`config.mk`:
```
export PLATFORM = sky130hd
export DESIGN_NAME = wait_clkgate_ctrl
export DESIGN_NICKNAME = d
export VERILOG_FILES = /design/src/rtl/wcg_pkg.sv /design/src/rtl/wcg_divider.sv /design/src/rtl/wcg_mode_fsm.sv /design/src/rtl/wcg_clk_gates.sv /design/src/rtl/wait_clkgate_ctrl.sv
export SDC_FILE = /design/constraint.sdc
export NUM_CORES = 1
export LEC_CHECK = 0
export ABC_AREA = 0
export CAP_MARGIN = 5
export CORE_ASPECT_RATIO = 1.1
export CORE_MARGIN = 3
export CORE_UTILIZATION = 35
export CTS_BUF_LIST = sky130_fd_sc_hd__clkbuf_8
export CTS_CLUSTER_DIAMETER = 60
export DETAILED_ROUTE_END_ITERATION = 10
export SETUP_SLACK_MARGIN = 0.5
export SKIP_CTS_REPAIR_TIMING = 1
export SLEW_MARGIN = 20
export SYNTH_ARGS = -nofsm -noshare
export SYNTH_HDL_FRONTEND = slang
export SYNTH_SLANG_ARGS = --single-unit
```
`constraint.sdc`:
```
create_clock -name clk -period 1.69 [get_ports clk]
set_clock_uncertainty 0.15 [all_clocks]
set_input_delay 0.4225 -clock clk [delete_from_list [all_inputs] [get_ports clk]]
set_output_delay 0.4225 -clock clk [all_outputs]
set_load 0.005 [all_outputs]
```
`src/rtl/wcg_pkg.sv`:
```
package wcg_pkg;
  localparam int IMASK_W = 2;
  localparam logic [IMASK_W-1:0] MASK_OPEN = '0;
  localparam logic [IMASK_W-1:0] MASK_SHUT = '1;

  typedef enum logic [1:0] {
    ST_RUN  = 2'd0,
    ST_WAIT = 2'd1,
    ST_RDLY = 2'd2
  } wcg_state_e;
endpackage

```
`src/rtl/wcg_divider.sv`:
```
module wcg_divider (
  input  logic clk,
  input  logic rst,
  output logic ph,
  output logic tick
);
  // ph is the master clock; a master period ends on the edge where ph is 1
  always_ff @(posedge clk) begin
    if (rst) ph <= 1'b0;
    else     ph <= ~ph;
  end

  assign tick = ph;
endmodule

```
`src/rtl/wcg_mode_fsm.sv`:
```
module wcg_mode_fsm
  import wcg_pkg::*;
#(
  parameter int RST_DLY_CYC = 256,
  parameter int N_IRQ       = 3
) (
  input  logic               clk,
  input  logic               rst,
  input  logic               tick,
  input  logic               wfi_req,
  input  logic               rst_req,
  input  logic [N_IRQ-1:0]   irq_pend,
  input  logic               mask_wr,
  input  logic [IMASK_W-1:0] mask_wdata,
  output logic               cpu_en,
  output logic [IMASK_W-1:0] imask,
  output logic               wake_irq,
  output logic               fetch_rst
);
  localparam int CW = (RST_DLY_CYC > 1) ? $clog2(RST_DLY_CYC) : 1;
  localparam logic [CW-1:0] CNT_LAST = CW'(RST_DLY_CYC - 1);

  wcg_state_e st;
  logic [CW-1:0] cnt;
  logic wfi_seen, rreq_seen;
  logic wfi_evt, rst_evt, irq_any;

  // request pulses are held until the next master boundary
  always_ff @(posedge clk) begin
    if (rst) begin
      wfi_seen  <= 1'b0;
      rreq_seen <= 1'b0;
    end else if (tick) begin
      wfi_seen  <= 1'b0;
      rreq_seen <= 1'b0;
    end else begin
      wfi_seen  <= wfi_seen | wfi_req;
      rreq_seen <= rreq_seen | rst_req;
    end
  end

  always_comb begin
    wfi_evt = wfi_seen | wfi_req;
    rst_evt = rreq_seen | rst_req;
    irq_any = |irq_pend;
  end

  always_ff @(posedge clk) begin
    if (rst) begin
      st        <= ST_RUN;
      cnt       <= '0;
      cpu_en    <= 1'b1;
      imask     <= MASK_SHUT;
      wake_irq  <= 1'b0;
      fetch_rst <= 1'b0;
    end else if (tick) begin
      wake_irq  <= 1'b0;
      fetch_rst <= 1'b0;
      if (rst_evt) begin
        st     <= ST_RDLY;
        cnt    <= '0;
        cpu_en <= 1'b0;
      end else begin
        unique case (st)
          ST_RUN: begin
            if (wfi_evt) begin
              st     <= ST_WAIT;
              cpu_en <= 1'b0;
              imask  <= MASK_OPEN;
            end else if (mask_wr) begin
              imask <= mask_wdata;
            end
          end
          ST_WAIT: begin
            if (irq_any) begin
              st       <= ST_RUN;
              cpu_en   <= 1'b1;
              imask    <= MASK_SHUT;
              wake_irq <= 1'b1;
            end
          end
          ST_RDLY: begin
            if (cnt == CNT_LAST) begin
              st        <= ST_RUN;
              cpu_en    <= 1'b1;
              imask     <= MASK_SHUT;
              fetch_rst <= 1'b1;
            end else begin
              cnt <= cnt + 1'b1;
            end
          end
          default: st <= ST_RUN;
        endcase
      end
    end else if (mask_wr && st == ST_RUN) begin
      imask <= mask_wdata;
    end
  end

  assert_wait_cpu_off_R4: assert property (@(posedge clk) disable iff (rst)
    (st == ST_WAIT) |-> !cpu_en);
  assert_wait_mask_open_R5: assert property (@(posedge clk) disable iff (rst)
    (st == ST_WAIT) |-> (imask == MASK_OPEN));
  assert_wake_shuts_mask_R6: assert property (@(posedge clk) disable iff (rst)
    $rose(wake_irq) |-> (imask == MASK_SHUT && cpu_en));
  assert_dly_bound_R7: assert property (@(posedge clk) disable iff (rst)
    (st == ST_RDLY) |-> (cnt <= CNT_LAST));
  assert_fetch_after_dly_R7: assert property (@(posedge clk) disable iff (rst)
    $rose(fetch_rst) |-> ($past(st) == ST_RDLY));
  assert_rst_first_R8: assert property (@(posedge clk) disable iff (rst)
    (tick && rst_evt) |=> (st == ST_RDLY && !wake_irq));
  assert_single_wake_R8: assert property (@(posedge clk) disable iff (rst)
    fetch_rst |-> !wake_irq);
endmodule

```
`src/rtl/wcg_clk_gates.sv`:
```
module wcg_clk_gates #(
  parameter int N_PERIPH = 4
) (
  input  logic                clk,
  input  logic                rst,
  input  logic                tick,
  input  logic                ph,
  input  logic                cpu_en,
  input  logic                pen_wr,
  input  logic [N_PERIPH-1:0] pen_wdata,
  output logic                cpu_clk,
  output logic [N_PERIPH-1:0] pclk
);
  logic [N_PERIPH-1:0] pen_reg, pen_act;

  // software value, applied only at a master boundary
  always_ff @(posedge clk) begin
    if (rst) begin
      pen_reg <= '1;
      pen_act <= '1;
    end else begin
      if (pen_wr) pen_reg <= pen_wdata;
      if (tick)   pen_act <= pen_reg;
    end
  end

  // enables change on the edge that drives every gated output low
  always_ff @(posedge clk) begin
    if (rst) cpu_clk <= 1'b0;
    else     cpu_clk <= ~ph & cpu_en;
  end

  for (genvar i = 0; i < N_PERIPH; i++) begin : g_pgate
    always_ff @(posedge clk) begin
      if (rst) pclk[i] <= 1'b0;
      else     pclk[i] <= ~ph & pen_act[i];
    end

    assert_pgate_off_R9: assert property (@(posedge clk) disable iff (rst)
      !pen_act[i] |=> !pclk[i]);
  end

  assert_cpu_gate_off_R4: assert property (@(posedge clk) disable iff (rst)
    !cpu_en |=> !cpu_clk);
endmodule

```
`src/rtl/wait_clkgate_ctrl.sv`:
```
module wait_clkgate_ctrl
  import wcg_pkg::*;
#(
  parameter int RST_DLY_CYC = 256,
  parameter int N_IRQ       = 3,
  parameter int N_PERIPH    = 4
) (
  input  logic                clk,
  input  logic                rst,
  input  logic                wfi_req,
  input  logic                rst_req,
  input  logic [N_IRQ-1:0]    irq_pend,
  input  logic                pen_wr,
  input  logic [N_PERIPH-1:0] pen_wdata,
  input  logic                mask_wr,
  input  logic [1:0]          mask_wdata,
  output logic                mclk_o,
  output logic                cpu_clk_o,
  output logic                cpu_clk_en_o,
  output logic [N_PERIPH-1:0] pclk_o,
  output logic [1:0]          imask_o,
  output logic                wake_irq_o,
  output logic                fetch_rst_o
);
  logic ph, tick, cpu_en;

  wcg_divider u_div (
    .clk  (clk),
    .rst  (rst),
    .ph   (ph),
    .tick (tick)
  );

  wcg_mode_fsm #(
    .RST_DLY_CYC (RST_DLY_CYC),
    .N_IRQ       (N_IRQ)
  ) u_fsm (
    .clk        (clk),
    .rst        (rst),
    .tick       (tick),
    .wfi_req    (wfi_req),
    .rst_req    (rst_req),
    .irq_pend   (irq_pend),
    .mask_wr    (mask_wr),
    .mask_wdata (mask_wdata),
    .cpu_en     (cpu_en),
    .imask      (imask_o),
    .wake_irq   (wake_irq_o),
    .fetch_rst  (fetch_rst_o)
  );

  wcg_clk_gates #(
    .N_PERIPH (N_PERIPH)
  ) u_gate (
    .clk       (clk),
    .rst       (rst),
    .tick      (tick),
    .ph        (ph),
    .cpu_en    (cpu_en),
    .pen_wr    (pen_wr),
    .pen_wdata (pen_wdata),
    .cpu_clk   (cpu_clk_o),
    .pclk      (pclk_o)
  );

  assign mclk_o       = ph;
  assign cpu_clk_en_o = cpu_en;

  assert_mclk_fall_R2: assert property (@(posedge clk) disable iff (rst)
    mclk_o |=> !mclk_o);
  assert_mclk_rise_R2: assert property (@(posedge clk) disable iff (rst)
    !mclk_o |=> mclk_o);
  assert_cpu_in_master_R2: assert property (@(posedge clk) disable iff (rst)
    cpu_clk_o |-> mclk_o);
  assert_pclk_in_master_R2: assert property (@(posedge clk) disable iff (rst)
    (|pclk_o) |-> mclk_o);
endmodule

```
==> metrics, run 1 <==
status finished, violations left; violated checks setup timing; post-route ant nets 0; I/O Pins 26; post-synthesis sequential area ratio 0.461; Cells after Synth 144; clock sink count 31; n_diodes 0; CP top delay family simple AND/OR/NAND/NOR gates; Clk pwr share 0.336; gr ovfl total 0; Most used DFF post-synth dfxtp_1; iteration count of the initial detailed-routing pass 4; Skew-Pair Late Insertion Delay 0.29 ns; total track usage 0.161; Pint 1.21 mW; Starting Density 0.366; H-tree lvl count 2; global-route wire length before repair 5730 um; WP data arrival 1.83 ns; synthesis-to-layout area growth 65.1%; setup ws final -0.120 ns; clk buf depth 2; max_cap viols 0; # setup viols final 5; Buf/Inv on CP 1; die area 4630 um^2; number of global-route vias before repair 1295; fill count 344; Power Density 743 nW/um^2; DP HPWL 2600 um; largest net degree at the start of global routing 11; Worst EP required 1.71 ns; Max VDD drop 358 uV; yosys warns 0; CTS tree yes; Root Driver clkbuf_8; die width 65.2 um; # DRC 0; Avg Cell Area, Syn 9.36 um^2; worst path cell trace inv_2 -> ha_4 -> or4b_4 -> o311ai_4 -> nor2_1 -> a221oi_1; Crit path largest cell delay 0.50 ns; Slew headroom 0.813; fin nets 233; post-synthesis register bit count 31; RSZ-0062 raised after global routing true; Finished Layout Cells 265; post-route core utilization 0.604; count of different cell masters after synthesis 34; slowest CP cell or4b_4; P_sw 0.437 mW; crit path kind reg2reg; CP startpoint kind register; Switching Share 0.265; worst-path fanout max 4; Slew @ Worst Pin 0.278 ns; final hold vios 0; Final Cycle Share 1.07; Final Max Tran Viols 0; port buffer count 25; total number of vias 1305; DR iter-0 viols 31; leak pwr 0.972 nW; Num CTS Buffers 5; Largest register FFs 8; Flop pwr share 0.483; largest reg by FF count u_fsm.cnt; highest clock rate 0.553 GHz; Die H 71.1 um; Routed wire per std cell 13.7 um; min Tclk post-route 1.81 ns; mapped cell area 1350 um^2; row count 23; Hold Path Class reg2reg; Placed Cells 247; Combinational Power Share 0.181; crit path capture type register; RePlAce Congestion 0.758; Synth async-reset ratio 0; Vias/cell 4.92; Post-synth EDFFs 0; Core Footprint 3680 um^2; initial antenna violation count 0; Clock transition at path regs 0.06 ns; Synthesized Nets 163; WL final 3640 um; share of cells above drive strength 1 0.470
[metal layers]
layer / wire length [um] / part of all wire / up-vias / GRT usage
met1: 1480 / 0.41 / 611 / 0.181
met5: 0 / 0 / - / 0
met3: 208 / 0.057 / 6 / 0.0587
li1: - / - / 658 / -
met2: 1900 / 0.52 / 30 / 0.273
met4: 54 / 0.015 / 0 / 0.0622
[cells in the mapped netlist (all sizes together) (2+ instances only)]
| master | n | area, um^2 |
|---|---|---|
| dfxtp | 31 | 621 |
| nand2 | 17 | 63.8 |
| mux2i | 11 | 110 |
| nor2 | 9 | 33.8 |
| a21oi | 8 | 40.0 |
| nand3 | 7 | 35.0 |
| and2 | 6 | 38.8 |
| inv | 6 | 22.5 |
| buf | 4 | 20.0 |
| ha | 4 | 50.1 |
| o211ai | 4 | 30.0 |
| o21ai | 4 | 20.0 |
| or3 | 4 | 25.0 |
| nand4 | 3 | 25.0 |
| nor3 | 3 | 15.0 |
| o2111ai | 3 | 32.5 |
| a2111o | 2 | 22.5 |
| and3 | 2 | 12.5 |
| clkbuf | 2 | 7.51 |
| o21a | 2 | 15.0 |
| or2 | 2 | 12.5 |
| xor2 | 2 | 17.5 |
[placed cells by master (no fill, tap or decap), types with 3 or more instances in the layout]
| cell | Yosys | routed |
|---|---|---|
| or3_1 | 4 | 4 |
| a21oi_1 | 8 | 5 |
| buf_4 | 0 | 40 |
| dfxtp_2 | 0 | 12 |
| clkbuf_2 | 0 | 7 |
| ha_4 | 0 | 3 |
| clkbuf_8 | 0 | 5 |
| dfxtp_1 | 31 | 17 |
| nand3_1 | 7 | 6 |
| clkdlybuf4s50_1 | 0 | 8 |
| nand2_1 | 17 | 16 |
| dlymetal6s2s_1 | 0 | 6 |
| inv_1 | 6 | 5 |
| buf_6 | 0 | 6 |
| mux2i_1 | 11 | 11 |
| and2_1 | 5 | 5 |
| nor2_1 | 9 | 7 |
| a21oi_2 | 0 | 3 |
| o211ai_1 | 4 | 4 |
[tightest hold or removal path: stages, from the launching register on]
cell and delay [ns]:
dfxtp_1 0.32, mux2i_1 0.06, nand2_1 0.06
[worst paths after layout]
kind / startpoint / endpoint / slack, ns / cells past startpoint
max: u_fsm.st[1] / u_fsm.st[1] / -0.12 / 6
min: u_gate.pen_act[2] / u_gate.pen_act[2] / 0.32 / 2
max reg2reg: u_fsm.st[1] / u_fsm.st[1] / -0.12 / 6
min reg2reg: u_gate.pen_act[2] / u_gate.pen_act[2] / 0.32 / 2
[through the flow]
stage	setup WS, ns	area (um^2)	TNS, ns	total power [mW]	hold slack (ns)
2_1_floorplan	0.0703	1430	0	0.931	0.279
4_1_cts	-0.184	2040	-0.816	1.64	0.319
3_5_place_dp	-0.408	1960	-3.17	1.08	0.298
6_report	-0.120	2220	-0.242	1.65	0.318
5_1_grt	-0.216	2220	-0.603	1.73	0.336
3_3_place_gp	-0.379	1960	-2.95	1.08	0.296
[area by class of cell]
class                      instances  area [um^2]  share of cell area
inverter                           6         25.0              0.0112
multi-input combinational        101          835               0.375
clock inverter                     3         12.5             0.00562
timing repair buffer              69          578               0.260
sequential                        31          643               0.289
tap                               50         62.6              0.0281
clock buffer                       5         68.8              0.0309
[power by group through the flow]
| stage | combinational (mW) | clock (mW) | sequential (mW) |
|---|---|---|---|
| final | 0.299 | 0.555 | 0.798 |
| after global routing | 0.327 | 0.605 | 0.803 |
| after CTS | 0.275 | 0.571 | 0.793 |
| after detailed placement | 0.273 | 0 | 0.809 |
| after global placement | 0.268 | 0 | 0.808 |
| after floorplan | 0.125 | 0 | 0.806 |
[logic make-up (layout without fill, tap and decap cells)]
| group | after synthesis | in the layout | synth area share |
|---|---|---|---|
| buffers and inverters | 12 | 83 | 0.0371 |
| AO/OA/AOI/OAI | 28 | 28 | 0.154 |
| flip-flops | 31 | 31 | 0.461 |
| AND/OR/NAND/NOR | 56 | 56 | 0.216 |
| multiplexers | 11 | 11 | 0.0817 |
| adder cells (fa/ha/maj) | 4 | 4 | 0.0371 |
| XOR/XNOR | 2 | 2 | 0.0130 |
Note: power is estimated with default switching activity, not from simulation.
==> run 2: changes to the inputs <==
Settings changed: CORE_UTILIZATION 35 to 48, PLACE_DENSITY set to 0.78.
==> metrics, run 2 (same netlist as run 1, synthesis figures left out) <==
worst path cell trace inv_2 -> ha_4 -> or4b_4 -> o311ai_4 -> nor2_2 -> a221oi_2; Slew @ Worst Pin 0.363 ns (+0.0847 ns); CP top delay family simple AND/OR/NAND/NOR gates; met2 Usage GRT 0.373 (+0.0996); largest net degree at the start of global routing 12 (+1); Num CTS Buffers 5 (unchanged); Worst EP required 1.73 ns (+0.02 ns); leak pwr 0.922 nW (-5.1%); synthesis-to-layout area growth 59.8%; I/O Pins 26 (unchanged); initial antenna violation count 0 (unchanged); crit path capture type register; min Tclk post-route 1.75 ns (-0.0615 ns); sequential cell area 643 um^2 (unchanged); total number of vias 1342 (+2.8%); dpl ws -0.491 ns (-0.0829 ns); final hold vios 0 (unchanged); total track usage 0.198 (+0.0376); Starting Density 0.520 (+0.154); port buffer count 25 (unchanged); Die H 61.6 um (-13%); Hold Path Class reg2reg; iteration count of the initial detailed-routing pass 4 (unchanged); max_cap viols 0 (unchanged); slowest CP cell or4b_4; multi-input logic area 850 um^2 (+1.8%); clk buf depth 2 (unchanged); RSZ-0062 raised after global routing true; GR Layer Usage met1 0.211 (+0.0300); Vias/cell 5.71 (+16%); Slew headroom 0.757 (-0.0556); highest clock rate 0.572 GHz (+3.5%); Clock transition at path regs 0.07 ns (about the same); setup ws final -0.0584 ns (+0.0615 ns); DP HPWL 2500 um (-3.8%); fin nets 223 (-4.3%); Buf/Inv on CP 1 (unchanged); share of cells above drive strength 1 0.451 (-0.0188); RePlAce Congestion 0.819 (+8.1%); Final Cycle Share 1.03 (-0.0364); # DRC 0 (unchanged); die width 56.5 um (-13%); worst-path fanout max 5 (+1); WL final 4060 um (+12%); H-tree lvl count 2 (unchanged); Max VDD drop 928 uV (+160%); commonest non-fill, non-tap cells in the layout buf_4 (26), dfxtp_1 (19), nand2_1 (17); largest reg by FF count u_fsm.cnt; post-route ant nets 0 (unchanged); crit path kind reg2reg; commonest non-fill, non-tap cell in the layout buf_4; Skew-Pair Late Insertion Delay 0.28 ns (about the same); n_diodes 0 (unchanged); global-route wire length before repair 5210 um (-9.1%); Final Max Tran Viols 0 (unchanged); Core Footprint 2590 um^2 (-30%); Largest register FFs 8 (unchanged); WP data arrival 1.79 ns (-0.04 ns); Root Driver clkbuf_8; Crit path largest cell delay 0.50 ns (about the same); status finished, violations left; fill count 153 (-56%); GR peak layer met2; clock sink count 31 (unchanged); die area 3480 um^2 (-25%); DR iter-0 viols 74 (+140%); row count 19 (-17%); Routed wire per std cell 17.3 um (+26%); number of global-route vias before repair 1217 (-6.0%); # setup viols final 6 (+1); CTS tree yes; Power Density 786 nW/um^2 (+5.9%); gr ovfl total 0 (unchanged); CP startpoint kind register; overall power of the completed layout 1.69 mW (+2.5%); global routing usage on met3 0.0692 (+0.0105); violated checks setup timing
## run 2: cell types whose count changed in the layout (fill, tap and decap cells not counted), sizes merged
cell and change:
inv -2, dlymetal6s2s +1, o21ai +1, clkdlybuf4s50 -1
buf -10
## run 2: worst reg2reg max path, cell delays in order, from the launching register on
cell	delay [ns]
dfxtp_2	0.33
inv_2	0.08
ha_4	0.13
or4b_4	0.50
o311ai_4	0.12
nor2_2	0.09
a221oi_2	0.26
## run 2: through the flow
step	hold slack (ns)	util	std cells	area (um^2)	TNS (ns)
final	0.309	0.831	235	2150	-0.156
after detailed placement	0.300	0.722	219	1870	-3.17
after global routing	0.322	0.831	235	2150	-0.519
after CTS	0.314	0.756	226	1960	-0.911
after global placement	0.284	0.722	219	1870	-2.66
after floorplan	0.279	-	144	1430	0
## run 2: path summary, 6_finish.rpt
path                     start             end  slack [ns]  cells after the start
min          u_gate.pen_act[3]  u_gate.pclk[3]        0.31                      1
max                u_fsm.st[1]     u_fsm.st[1]       -0.06                      6
min reg2reg  u_gate.pen_act[3]  u_gate.pclk[3]        0.31                      1
max reg2reg        u_fsm.st[1]     u_fsm.st[1]       -0.06                      6
## run 2: layout make-up
| type | instances | area share |
|---|---|---|
| Multi-Input combinational cell | 102 | 0.395 |
| Sequential cell | 31 | 0.299 |
| Timing Repair Buffer | 58 | 0.238 |
| Clock buffer | 6 | 0.0383 |
| Tap cell | 31 | 0.0180 |
| Inverter | 6 | 0.0105 |
| Clock inverter | 1 | 0.00232 |
## run 2: report_power, final
part,switching [mW],leakage [nW],internal [mW]
clock network,0.277,0.0470,0.319
registers,0.0287,0.258,0.768
logic,0.138,0.617,0.162
total,0.444,0.922,1.25
## run 2: routing by layer
layer | vias to the layer above | wire length, um
li1 | 643 | -
met1 | 630 | 1550
met2 | 50 | 2190
met3 | 19 | 190
met5 | - | 0
met4 | 0 | 125
